File: src/rtl/udma_end_pkg.sv
package udma_end_pkg;

  localparam int CRC_W = 16;

  typedef enum logic [2:0] {
    ST_IDLE,
    ST_BURST,
    ST_HREQ,
    ST_SWAIT,
    ST_CRC,
    ST_REL
  } term_state_t;

  // One 16-bit word folded into the CRC, most significant bit first.
  function automatic logic [CRC_W-1:0] crc_fold_word(
    input logic [CRC_W-1:0] cur,
    input logic [CRC_W-1:0] word,
    input logic [CRC_W-1:0] poly
  );
    logic [CRC_W-1:0] acc;
    logic             fb;
    acc = cur;
    for (int b = CRC_W - 1; b >= 0; b--) begin
      fb  = acc[CRC_W-1] ^ word[b];
      acc = {acc[CRC_W-2:0], 1'b0} ^ (fb ? poly : '0);
    end
    return acc;
  endfunction

endpackage

File: src/rtl/udma_strobe_edge.sv
module udma_strobe_edge (
  input  logic clk,
  input  logic rst_n,
  input  logic strobe,
  output logic strobe_edge
);
  logic strobe_q;

  // The strobe idles high between bursts.
  always_ff @(posedge clk) begin
    if (!rst_n) strobe_q <= 1'b1;
    else        strobe_q <= strobe;
  end

  assign strobe_edge = strobe ^ strobe_q;

endmodule

File: src/rtl/udma_crc16.sv
module udma_crc16
  import udma_end_pkg::*;
#(
  parameter logic [CRC_W-1:0] POLY = 16'h1021,
  parameter logic [CRC_W-1:0] SEED = 16'h4ABA
) (
  input  logic             clk,
  input  logic             rst_n,
  input  logic             seed_en,
  input  logic             upd_en,
  input  logic [CRC_W-1:0] word,
  output logic [CRC_W-1:0] crc
);

  always_ff @(posedge clk) begin
    if (!rst_n)       crc <= SEED;
    else if (seed_en) crc <= SEED;
    else if (upd_en)  crc <= crc_fold_word(crc, word, POLY);
  end

  assert_seed_load_R3: assert property (@(posedge clk) disable iff (!rst_n)
    seed_en |=> (crc == SEED));

endmodule

File: src/rtl/udma_term_fsm.sv
module udma_term_fsm
  import udma_end_pkg::*;
(
  input  logic        clk,
  input  logic        rst_n,
  input  logic        burst_start,
  input  logic        host_end,
  input  logic        drq,
  input  logic        strobe,
  output term_state_t state,
  output logic        stop,
  output logic        dack_n,
  output logic        data_oe,
  output logic        done,
  output logic        capture_en,
  output logic        seed_en
);
  term_state_t nxt;

  always_comb begin
    nxt = state;
    unique case (state)
      ST_IDLE:  if (burst_start) nxt = ST_BURST;
      ST_BURST: begin
        if (!drq)          nxt = ST_SWAIT;
        else if (host_end) nxt = ST_HREQ;
      end
      ST_HREQ:  if (!drq)  nxt = ST_SWAIT;
      ST_SWAIT: if (strobe) nxt = ST_CRC;
      ST_CRC:   nxt = ST_REL;
      ST_REL:   nxt = ST_IDLE;
      default:  nxt = ST_IDLE;
    endcase
  end

  always_ff @(posedge clk) begin
    if (!rst_n) state <= ST_IDLE;
    else        state <= nxt;
  end

  assign dack_n     = (state == ST_IDLE) || (state == ST_REL);
  assign stop       = (state == ST_HREQ) || (state == ST_SWAIT) ||
                      (state == ST_CRC)  || (state == ST_REL);
  assign data_oe    = (state == ST_CRC)  || (state == ST_REL);
  assign done       = (state == ST_REL);
  assign capture_en = (state == ST_BURST) || (state == ST_HREQ);
  assign seed_en    = (state == ST_IDLE) && burst_start;

  assert_open_burst_R2: assert property (@(posedge clk) disable iff (!rst_n)
    ((state == ST_IDLE) && burst_start) |=> (!dack_n && !stop));

  assert_host_waits_R4: assert property (@(posedge clk) disable iff (!rst_n)
    ((state == ST_HREQ) && drq) |=> (stop && capture_en));

  assert_device_end_R5: assert property (@(posedge clk) disable iff (!rst_n)
    ((state == ST_BURST) && !drq) |=> (stop && !capture_en));

  assert_crc_before_release_R7: assert property (@(posedge clk) disable iff (!rst_n)
    $rose(dack_n) |-> $past(data_oe));

  assert_done_single_R8: assert property (@(posedge clk) disable iff (!rst_n)
    done |=> (!done && dack_n && !stop));

endmodule

File: src/rtl/udma_burst_end.sv
module udma_burst_end
  import udma_end_pkg::*;
#(
  parameter logic [CRC_W-1:0] CRC_POLY = 16'h1021,
  parameter logic [CRC_W-1:0] CRC_SEED = 16'h4ABA
) (
  input  logic             clk,
  input  logic             rst_n,
  input  logic             burst_start,
  input  logic             pio_req,
  input  logic             last_word,
  input  logic             drq,
  input  logic             strobe,
  input  logic [CRC_W-1:0] data_in,
  output logic             stop,
  output logic             dack_n,
  output logic [CRC_W-1:0] data_out,
  output logic             data_oe,
  output logic             done
);
  term_state_t      fsm_state;
  logic             host_end;
  logic             strobe_edge;
  logic             capture_en;
  logic             seed_en;
  logic             word_valid;
  logic [CRC_W-1:0] crc_val;

  assign host_end   = pio_req | last_word;
  assign word_valid = capture_en & strobe_edge;

  udma_strobe_edge u_edge (
    .clk         (clk),
    .rst_n       (rst_n),
    .strobe      (strobe),
    .strobe_edge (strobe_edge)
  );

  udma_term_fsm u_fsm (
    .clk         (clk),
    .rst_n       (rst_n),
    .burst_start (burst_start),
    .host_end    (host_end),
    .drq         (drq),
    .strobe      (strobe),
    .state       (fsm_state),
    .stop        (stop),
    .dack_n      (dack_n),
    .data_oe     (data_oe),
    .done        (done),
    .capture_en  (capture_en),
    .seed_en     (seed_en)
  );

  udma_crc16 #(
    .POLY (CRC_POLY),
    .SEED (CRC_SEED)
  ) u_crc (
    .clk     (clk),
    .rst_n   (rst_n),
    .seed_en (seed_en),
    .upd_en  (word_valid),
    .word    (data_in),
    .crc     (crc_val)
  );

  assign data_out = data_oe ? crc_val : '0;

  assert_crc_frozen_R6: assert property (@(posedge clk) disable iff (!rst_n)
    (fsm_state == ST_SWAIT) |=> $stable(crc_val));

  assert_crc_held_R8: assert property (@(posedge clk) disable iff (!rst_n)
    $rose(dack_n) |-> (data_oe && $stable(data_out)));

  assert_idle_quiet_R9: assert property (@(posedge clk) disable iff (!rst_n)
    ((fsm_state == ST_IDLE) && !burst_start) |=> (dack_n && !stop && !data_oe));

endmodule

File: config.mk
export PLATFORM = sky130hd
export DESIGN_NAME = udma_burst_end
export DESIGN_NICKNAME = d
export VERILOG_FILES = /design/src/rtl/udma_end_pkg.sv /design/src/rtl/udma_strobe_edge.sv /design/src/rtl/udma_crc16.sv /design/src/rtl/udma_term_fsm.sv /design/src/rtl/udma_burst_end.sv
export SDC_FILE = /design/constraint.sdc
export NUM_CORES = 1
export LEC_CHECK = 0
export BUFFER_PORTS_ARGS = -buffer_cell sky130_fd_sc_hd__buf_2
export CAP_MARGIN = 20
export CORE_MARGIN = 2
export CORE_UTILIZATION = 56
export CTS_BUF_LIST = sky130_fd_sc_hd__clkbuf_8 sky130_fd_sc_hd__clkbuf_16
export DETAILED_ROUTE_END_ITERATION = 16
export GPL_ROUTABILITY_DRIVEN = 0
export PLACE_DENSITY_LB_ADDON = 0.2
export RECOVER_POWER = 25
export SYNTH_ARGS = -nofsm -noshare
export SYNTH_HDL_FRONTEND = slang
export SYNTH_SLANG_ARGS = --single-unit
export TNS_END_PERCENT = 50
File: constraint.sdc
create_clock -name clk -period 6.6 [get_ports clk]
set_input_delay 0.33 -clock clk [delete_from_list [all_inputs] [get_ports clk]]
set_output_delay 0.33 -clock clk [all_outputs]
set_load 0.02 [all_outputs]
==> results of run 1 <==
-- synth_stat cells --
| cell type | number |
|---|---|
| and3_1 | 1 |
| a21oi_1 | 6 |
| xor3_1 | 1 |
| and4_1 | 1 |
| nand3_1 | 1 |
| or4_1 | 1 |
| ha_1 | 1 |
| nor2_1 | 9 |
| o211ai_1 | 6 |
| nand2_1 | 10 |
| and2_1 | 17 |
| o21ai_0 | 9 |
| a31oi_1 | 1 |
| a211oi_1 | 3 |
| o41ai_1 | 1 |
| nand2b_1 | 1 |
| mux2i_1 | 1 |
| dfxtp_1 | 20 |
| xnor3_2 | 2 |
| xnor2_2 | 4 |
| clkbuf_1 | 7 |
| or3_1 | 4 |
| xor2_1 | 8 |
| buf_2 | 1 |
| nor3_1 | 2 |
| inv_1 | 4 |
| o31ai_1 | 1 |
| xnor2_4 | 1 |
| xnor2_1 | 28 |
| o41a_1 | 1 |
| nor3b_1 | 1 |
| o311a_1 | 1 |
| xnor3_1 | 6 |
| and2_2 | 1 |
-- per-layer routing --
layer / global-route usage, % / up-vias
li1: - / 628
met1: 27.6 / 589
met5: 0 / -
met2: 38.2 / 30
met4: 6.12 / 0
met3: 3.69 / 5
-- critical path, stage by stage (launching register included) --
cell     delay [ns]
dfxtp_1        0.34
xnor2_1        0.46
xnor3_2        0.56
xnor2_2        0.28
xnor2_1        0.12
or4_1          0.40
nand2_1        0.08
-- final timing paths --
kind | start | to | slack, ns | cells past startpoint
max | u_crc.crc[15]$_SDFFE_PP0P_ | u_crc.crc[15]$_SDFFE_PP0P_ | 4.30 | 6
min | rst_n | u_edge.strobe_q$_SDFF_PN1_ | 0.29 | 2
max reg2reg | u_crc.crc[15]$_SDFFE_PP0P_ | u_crc.crc[15]$_SDFFE_PP0P_ | 4.30 | 6
min reg2reg | u_crc.crc[9]$_SDFFE_PP1P_ | u_crc.crc[9]$_SDFFE_PP1P_ | 0.51 | 2
-- kinds of logic after synthesis --
kind of cell	count (synthesis)	share of synthesized area, %
AO/OA/AOI/OAI	29	12.2
adder cells (fa/ha/maj)	1	0.817
multiplexers	1	0.654
AND/OR/NAND/NOR	49	17.1
buffers and inverters	12	3.02
flip-flops	20	26.1
XOR/XNOR	50	40.1
-- flip-flops by register name, summed over array words and instances (netlist names) --
name	flops
u_crc.crc	16
u_edge.strobe_q	1
u_fsm.state	3
-- metrics by stage --
step,setup slack (ns),utilization (%)
after CTS,4.32,71.4
after detailed placement,4.25,69.3
after global placement,4.33,69.3
after global routing,4.17,70.9
final,4.30,70.9
after floorplan,4.53,-
-- power by group through the flow --
stage / Clock, mW / Sequential [mW] / Combinational (mW)
2_1_floorplan: 0 / 0.156 / 0.337
3_3_place_gp: 0 / 0.164 / 0.386
3_5_place_dp: 0 / 0.165 / 0.395
4_1_cts: 0.0991 / 0.163 / 0.399
5_1_grt: 0.104 / 0.166 / 0.435
6_report: 0.0981 / 0.162 / 0.397
-- final cells by class --
class / count / area (um2)
Multi-Input combinational cell: 130 / 1080
Fill cell: 197 / 739
Sequential cell: 20 / 400
Timing Repair Buffer: 44 / 221
Clock buffer: 4 / 55.1
Tap cell: 30 / 37.5
Inverter: 4 / 15.0
==> results.py, run 1 <==
metrics = {
    "clocking": {
        "cts_resized": 0,
        "root_buffer": "clkbuf_8",
        "clk_latency_ns": 0.26,
        "htreeDepth": 1,
        "clkSinkCount": 20,
        "clk_path_buf_depth": 2,
        "clk_pin_slew_worst_paths_ns": 0.08,
        "holdBufCountCts": 0,
        "cts_tree": "built",
        "post-cts-setup-buffers": 0,
        "cts_buffers": 3,
    },
    "routing": {
        "wl_met3_um": 122,
        "viasPerCell": 5.40,
        "dr.pass1.iters": 3,
        "wl_per_cell_um": 13.6,
        "routed.top_layer": "met4",
        "drtAntennaViolNets": 0,
        "drcViolationCount": 0,
        "drt_iter0_drc": 32,
        "wl_met1_mm": 1.41,
        "wl_mm": 3.16,
        "wl_met2_mm": 1.59,
        "vias": 1252,
    },
    "power_and_ir_drop": {
        "seqPwrFrac_pct": 24.7,
        "total_power_mw": 0.658,
        "p_comb_share_pct": 60.4,
        "switching_share_pct": 39.7,
        "pwr-share-clk_pct": 14.9,
        "power_density_nw_per_um2": 364,
        "p_switching_mw": 0.261,
        "leakagePower_nw": 0.842,
        "irDropWorstVdd_mv": 0.246,
        "intPower_mw": 0.397,
    },
    "synthesis": {
        "avgSynthCellArea_um2": 9.45,
        "ys_warn_count": 0,
        "synth_nets": 186,
        "synth_top_area_cell": "dfxtp_1",
        "netlist_area_um2": 1530,
        "yosys.area.top_type_share_pct": 26.1,
        "ys_ff_latch": 20,
        "seq_area_frac_synth_pct": 26.1,
        "netlist_instances": 162,
        "ys_types": 34,
        "synthTopCellsByArea": "dfxtp_1 (26%), xnor2_1 (16%), xnor3_1 (8.8%)",
    },
    "global_route": {
        "antenna_found_initial": 0,
        "grt_max_degree": 21,
        "grt_pass1_vias": 1217,
        "track_usage_pct": 21.8,
        "grt_pass1_wl_mm": 5.47,
        "grt-ovfl-total": 0,
    },
    "timing": {
        "maxSlewHeadroom_pct": 58.7,
        "max_freq_ghz": 0.435,
        "tightestPinTransition_ns": 0.620,
        "min_period_over_period_pct": 34.9,
        "period_needed_ns": 2.30,
        "setup_viol": 0,
        "finalHoldViolCount": 0,
        "finalClockSkew_ns": 0.00168,
        "hold_slack_ns": 0.295,
        "rsz0062_at_grt": "false",
        "drv_slew": 0,
        "finalSetupTns_ns": 0,
    },
    "worst_hold_path": {
        "min_path_type": "input port to flop",
    },
    "flow_run": {
        "cap_viol_max_count": 0,
    },
    "critical_path": {
        "arrival_ns": 2.51,
        "cp-start-kind": "flop",
        "critical_path_class": "flop to flop",
        "critPathRequiredTime_ns": 6.81,
        "crit_path_end_kind": "flop",
        "path_max_fanout": 4,
    },
    "floorplanning": {
        "rows": 18,
        "fp.dieH_um": 56.3,
        "core_area_um2": 2540,
        "die_area_um2": 3170,
        "ios": 43,
        "die_x_um": 56.3,
        "start_util_pct": 60.2,
    },
    "finish": {
        "final_cell_mix": "buf_2 (39), xnor2_1 (29), dfxtp_1 (20)",
        "finalInstanceArea_um2": 1810,
        "final_common_cell": "buf_2",
        "antenna_cells": 0,
        "drive_above_1_share_pct": 25.2,
        "area_delta_synth_final_pct": 17.9,
        "fin_nets": 227,
        "fin_cells": 232,
    },
    "run_status": {
        "status": "completed",
    },
    "placement": {
        "dp.cells": 228,
        "postPlaceCellArea_um2": 1760,
        "dp.final_hpwl_mm": 2.40,
        "port_buffers": 42,
    },
}
Power figures use the tool's default switching activity.
==> inputs of run 2 (changes only) <==
CORE_UTILIZATION = 47   (was 56)
clock period = 2.1 ns   (was 6.6 ns; I/O delays follow)
==> run 2 against run 1 <==
Sequential cell count unchanged. Final cell count increased by 9.1%. Worst hold slack got worse by 0.23 ns. Combinational power increased to 3.5 times the previous value. Sequential power increased to 3.2 times the previous value. Global-route usage decreased by 1.6 points. Final area increased by 5.9%. Largest cell class unchanged. Largest power group unchanged.
==> results.py, run 2 (synthesis results as in run 1) <==
metrics = {
    "critical_path": {
        "critical_path_class": "flop to flop",
        "path_buf_inv": 0,
        "critical_path.max_stage_delay_ns": 0.45,
        "regToRegEndpoint": "u_crc.crc[15]$_SDFFE_PP0P_",
        "regToRegSetupSlack_ns": 0.09,
        "path_max_fanout": 3,
        "crit_top_cell": "xnor2_2",
        "crit_family": "XOR/XNOR gates",
        "critPathRequiredTime_ns": 2.31,
        "rr_worst_depth": 6,
        "cp-start-kind": "flop",
        "cp.depth": 6,
        "cp_cell_sequence": "xnor2_2 -> xnor3_2 -> xnor2_2 -> xnor2_1 -> or4_1 -> nand2_1",
        "slowest_stage": "xnor3_2",
        "arrival_ns": 2.21,
        "endpoint": "u_crc.crc[15]$_SDFFE_PP0P_",
        "crit_path_end_kind": "flop",
        "crit_path_start": "u_crc.crc[11]$_SDFFE_PP1P_",
        "worstReg2RegStart": "u_crc.crc[11]$_SDFFE_PP1P_",
    },
    "floorplanning": {
        "fp.dieH_um": 61.1,
        "die_x_um": 61.1,
        "start_util_pct": 49.8,
        "ios": 43,
        "core_area_um2": 3080,
        "die_area_um2": 3730,
        "rows": 20,
    },
    "finish": {
        "fin_cells": 253,
        "fin_nets": 234,
        "largest_register_ff_count": 16,
        "drive_above_1_share_pct": 29.2,
        "final_common_cell": "buf_2",
        "antenna_cells": 0,
        "finalInstanceArea_um2": 1910,
        "largest_registers": "u_crc.crc (16), u_fsm.state (3), u_edge.strobe_q (1)",
        "top_register": "u_crc.crc",
        "final_cell_mix": "buf_2 (38), xnor2_1 (26), dfxtp_1 (20)",
        "area_delta_synth_final_pct": 24.8,
    },
    "placement": {
        "dp.final_hpwl_mm": 2.59,
        "dp.cells": 249,
        "postPlaceCellArea_um2": 1830,
        "port_buffers": 42,
    },
    "global_route": {
        "track_usage_pct": 20.2,
        "antenna_found_initial": 0,
        "grt_pass1_wl_mm": 5.57,
        "grt_max_degree": 18,
        "grt-ovfl-total": 0,
        "grt_pass1_vias": 1233,
    },
    "timing": {
        "max_freq_ghz": 0.499,
        "drv_slew": 0,
        "setup_viol": 0,
        "min_period_over_period_pct": 95.5,
        "period_needed_ns": 2.01,
        "hold_slack_ns": 0.0694,
        "maxSlewHeadroom_pct": 64.8,
        "finalHoldViolCount": 0,
        "finalClockSkew_ns": 0.00664,
        "rsz0062_at_grt": "false",
        "tightestPinTransition_ns": 0.528,
    },
    "power_and_ir_drop": {
        "switching_share_pct": 36.8,
        "p_comb_share_pct": 60.1,
        "irDropWorstVdd_mv": 0.521,
        "p_switching_mw": 0.843,
        "intPower_mw": 1.45,
        "power_density_nw_per_um2": 1200,
        "pwr-share-clk_pct": 17.5,
        "leakagePower_nw": 0.892,
        "seqPwrFrac_pct": 22.4,
    },
    "clocking": {
        "clk_pin_slew_worst_paths_ns": 0.09,
        "cts_tree": "built",
        "clk_latency_ns": 0.27,
        "clkSinkCount": 20,
        "htreeDepth": 1,
        "post-cts-setup-buffers": 0,
        "root_buffer": "clkbuf_8",
        "cts_buffers": 3,
        "clk_path_buf_depth": 2,
    },
    "routing": {
        "wl_mm": 3.44,
        "dr.pass1.iters": 4,
        "wl_per_cell_um": 13.6,
        "vias": 1272,
        "drcViolationCount": 0,
        "drt_iter0_drc": 50,
        "drtAntennaViolNets": 0,
        "viasPerCell": 5.03,
    },
    "run_status": {
        "status": "completed",
    },
    "worst_hold_path": {
        "whs_path_depth": 2,
        "min_path_type": "input port to flop",
    },
    "flow_run": {
        "cap_viol_max_count": 0,
    },
}
## run 2: worst register-to-register path, cell delays in order, from the launching register on
cell and delay [ns]:
dfxtp_1 0.35, xnor2_2 0.32, xnor3_2 0.45, xnor2_2 0.22
xnor2_1 0.11, or4_1 0.41, nand2_1 0.09
## run 2: worst min-delay path by stage
stage                from                         end  slack, ns
finish              rst_n  u_edge.strobe_q$_SDFF_PN1_       0.07
global route        rst_n  u_edge.strobe_q$_SDFF_PN1_       0.08
CTS                 rst_n  u_edge.strobe_q$_SDFF_PN1_       0.06
detailed placement  rst_n  u_edge.strobe_q$_SDFF_PN1_       0.34
global placement    rst_n  u_edge.strobe_q$_SDFF_PN1_       0.34
floorplan           rst_n  u_edge.strobe_q$_SDFF_PN1_       0.18
## run 2: layer usage
layer	vias to the layer above	track usage [%]	wire length, um
li1	645	-	-
met3	4	2.52	117
met2	28	34.2	1700
met1	595	26.9	1590
met5	-	0	0
met4	0	6.52	30
## run 2: area by class of cell
type	count	area [um2]
clock buffers	3	41.3
inverters	4	15.0
well taps	44	55.1
flip-flops and latches	20	400
clock inverters	1	30.0
multi-input cells	130	1100
fillers	269	1170
repair buffers	51	269
## run 2: power by group through the flow
stage	Clock [mW]	Combinational (mW)	Sequential, mW
floorplan	0	1.06	0.490
CTS	0.411	1.39	0.513
finish	0.402	1.38	0.513
detailed placement	0	1.37	0.522
global route	0.428	1.51	0.523
global placement	0	1.36	0.517
## run 2: timing repair
action | CTS | global route
endpoints found under the setup margin | 2 | 4
hold buffers | 0 | 0
gates resized for setup | 0 | 3
pin swaps | 1 | 2
## run 2: per-stage QoR
stage,setup TNS [ns],setup WS (ns),utilization (%),power (mW)
4_1_cts,0,0.0265,61.9,2.31
2_1_floorplan,0,0.0263,-,1.55
5_1_grt,0,0.0140,62.1,2.46
3_5_place_dp,-0.00573,-0.00322,59.6,1.90
3_3_place_gp,0,0.124,59.6,1.87
6_report,0,0.0950,62.1,2.29
==> inputs of run 3 (changes only) <==
--- a/config.mk
+++ b/config.mk
@@ -15,6 +15,7 @@
 export PLACE_DENSITY_LB_ADDON = 0.2
 export RECOVER_POWER = 25
+export SLEW_MARGIN = 20
 export SYNTH_ARGS = -nofsm -noshare
 export SYNTH_HDL_FRONTEND = slang
 export SYNTH_SLANG_ARGS = --single-unit
-export TNS_END_PERCENT = 50
+export TNS_END_PERCENT = 10
==> constraint.sdc (replaced) <==
create_clock -name clk -period 2.1 [get_ports clk]
set_input_delay 0.105 -clock clk [delete_from_list [all_inputs] [get_ports clk]]
set_output_delay 0.105 -clock clk [all_outputs]
set_load 0.05 [all_outputs]
==> run 3 against run 2 <==
Fmax is 1.1% higher. Sequential cell count stayed put. Register-to-register slack better by 0.02 ns. Utilization is 0.33 points higher. Count of clock-buffer cells in the layout stayed put. Via count is 1.5% higher. Worst setup slack better by 0.022 ns. Final area is 0.52% higher. First-iteration DRC count is 8.0% lower. Combinational power is 3% higher. Final cell count is 0.79% higher. Non-clock buffer count is 2 higher.
==> results.py, run 3 (synthesis results as in run 1) <==
metrics = {
    "global_route": {
        "grt_pass1_vias": 1185,
        "track_usage_pct": 19.9,
        "grt_pass1_wl_mm": 5.38,
        "antenna_found_initial": 0,
        "grt_max_degree": 13,
        "grt-ovfl-total": 0,
    },
    "timing": {
        "hold_slack_ns": 0.0794,
        "period_needed_ns": 1.98,
        "finalClockSkew_ns": 0.00660,
        "finalHoldViolCount": 0,
        "finalSetupTns_ns": 0,
        "tightestPinTransition_ns": 0.618,
        "setup_viol": 0,
        "min_period_over_period_pct": 94.4,
        "maxSlewHeadroom_pct": 59.0,
        "max_freq_ghz": 0.504,
        "rsz0062_at_grt": "false",
        "drv_slew": 0,
    },
    "routing": {
        "wl_mm": 3.37,
        "drcViolationCount": 0,
        "wl_met1_mm": 1.56,
        "vias": 1291,
        "wl_met3_um": 156,
        "drtAntennaViolNets": 0,
        "dr.pass1.iters": 4,
        "viasPerCell": 5.06,
        "wl_per_cell_um": 13.2,
        "drt_iter0_drc": 46,
        "routed.top_layer": "met4",
        "wl_met2_mm": 1.62,
    },
    "critical_path": {
        "critical_path_class": "flop to flop",
        "crit_top_cell": "xnor3_1",
        "path_max_fanout": 5,
        "critical_path.max_stage_delay_ns": 0.41,
        "path_buf_inv": 0,
        "crit_path_end_kind": "flop",
        "crit_family": "XOR/XNOR gates",
        "cp-start-kind": "flop",
        "cp_cell_sequence": "xnor3_1 -> xnor2_4 -> xnor2_2 -> xnor3_1 -> or3_1 -> nand3_1",
        "arrival_ns": 2.19,
        "slowest_stage": "dfxtp_1",
        "critPathRequiredTime_ns": 2.31,
    },
    "placement": {
        "dp.cells": 251,
        "postPlaceCellArea_um2": 1850,
        "port_buffers": 42,
        "dp.final_hpwl_mm": 2.71,
    },
    "finish": {
        "largest_register_ff_count": 16,
        "final_common_cell": "buf_2",
        "seqCellArea_um2": 400,
        "area_delta_synth_final_pct": 25.5,
        "finalInstanceArea_um2": 1920,
        "final_cell_mix": "buf_2 (38), xnor2_1 (26), dfxtp_1 (20)",
        "antenna_cells": 0,
        "top_register": "u_crc.crc",
        "fin_cells": 255,
        "multiInputGateArea_um2": 1100,
        "drive_above_1_share_pct": 28.9,
        "fin_nets": 236,
        "fillers": 283,
        "largest_registers": "u_crc.crc (16), u_fsm.state (3), u_edge.strobe_q (1)",
    },
    "clocking": {
        "holdBufCountCts": 0,
        "clk_latency_ns": 0.26,
        "post-cts-setup-buffers": 0,
        "cts_tree": "built",
        "clk_path_buf_depth": 2,
        "htreeDepth": 1,
        "clk_pin_slew_worst_paths_ns": 0.08,
        "cts_buffers": 3,
        "root_buffer": "clkbuf_8",
        "clkSinkCount": 20,
    },
    "floorplanning": {
        "fp.dieH_um": 61.1,
        "rows": 20,
        "die_x_um": 61.1,
        "core_area_um2": 3080,
        "die_area_um2": 3730,
        "start_util_pct": 49.8,
        "ios": 43,
    },
    "power_and_ir_drop": {
        "irDropWorstVdd_mv": 0.761,
        "power_density_nw_per_um2": 1210,
        "leakagePower_nw": 0.898,
    },
    "flow_run": {
        "cap_viol_max_count": 0,
    },
    "run_status": {
        "status": "completed",
    },
    "worst_hold_path": {
        "min_path_type": "input port to flop",
    },
}
[run 3: stage by stage]
stage	power, mW	worst slack (ns)	utilization [%]
after global routing	2.48	0.0213	62.4
final	2.32	0.117	62.4
after global placement	1.91	0.123	60.0
after floorplan	1.58	0.0263	-
after CTS	2.34	0.0741	62.4
after detailed placement	1.94	0.0136	60.0
[run 3: worst reg2reg max path, cell delays in order, from the launching register on]
cell and delay [ns]:
dfxtp_1 0.41, xnor3_1 0.41, xnor2_4 0.19, xnor2_2 0.25
xnor3_1 0.27, or3_1 0.32, nand3_1 0.08
[run 3: path summary, 6_finish.rpt]
kind,from,cells after the start,slack [ns],end
hold reg to reg,u_crc.crc[4]$_SDFFE_PP1P_,2,0.51,u_crc.crc[4]$_SDFFE_PP1P_
setup reg to reg,u_crc.crc[10]$_SDFFE_PP0P_,6,0.12,u_crc.crc[7]$_SDFFE_PP1P_
setup / recovery,u_crc.crc[10]$_SDFFE_PP0P_,6,0.12,u_crc.crc[7]$_SDFFE_PP1P_
hold / removal,rst_n,2,0.08,u_edge.strobe_q$_SDFF_PN1_
[run 3: timing repair]
action	4_1_cts	5_1_grt
pin swaps	1	2
setup endpoints to repair	2	2
gates resized for setup	0	2
endpoints found under the hold margin	0	0
[run 3: layer usage]
layer	vias up	global-route usage, %
met5	-	0
met4	0	6.52
met3	4	4.41
met2	31	33.1
met1	611	25.6
li1	645	-
[run 3: layout make-up]
type | count | share of cell area, %
Timing Repair Buffer | 53 | 14.6
Multi-Input combinational cell | 130 | 57.2
Tap cell | 44 | 2.86
Inverter | 4 | 0.781
Clock inverter | 1 | 1.56
Clock buffer | 3 | 2.15
Sequential cell | 20 | 20.8
[run 3: report_power, final]
group / leakage, nW / switching [mW] / internal [mW]
clock network: 0.0357 / 0.139 / 0.255
logic: 0.699 / 0.667 / 0.752
registers: 0.163 / 0.0722 / 0.440
total: 0.898 / 0.878 / 1.45
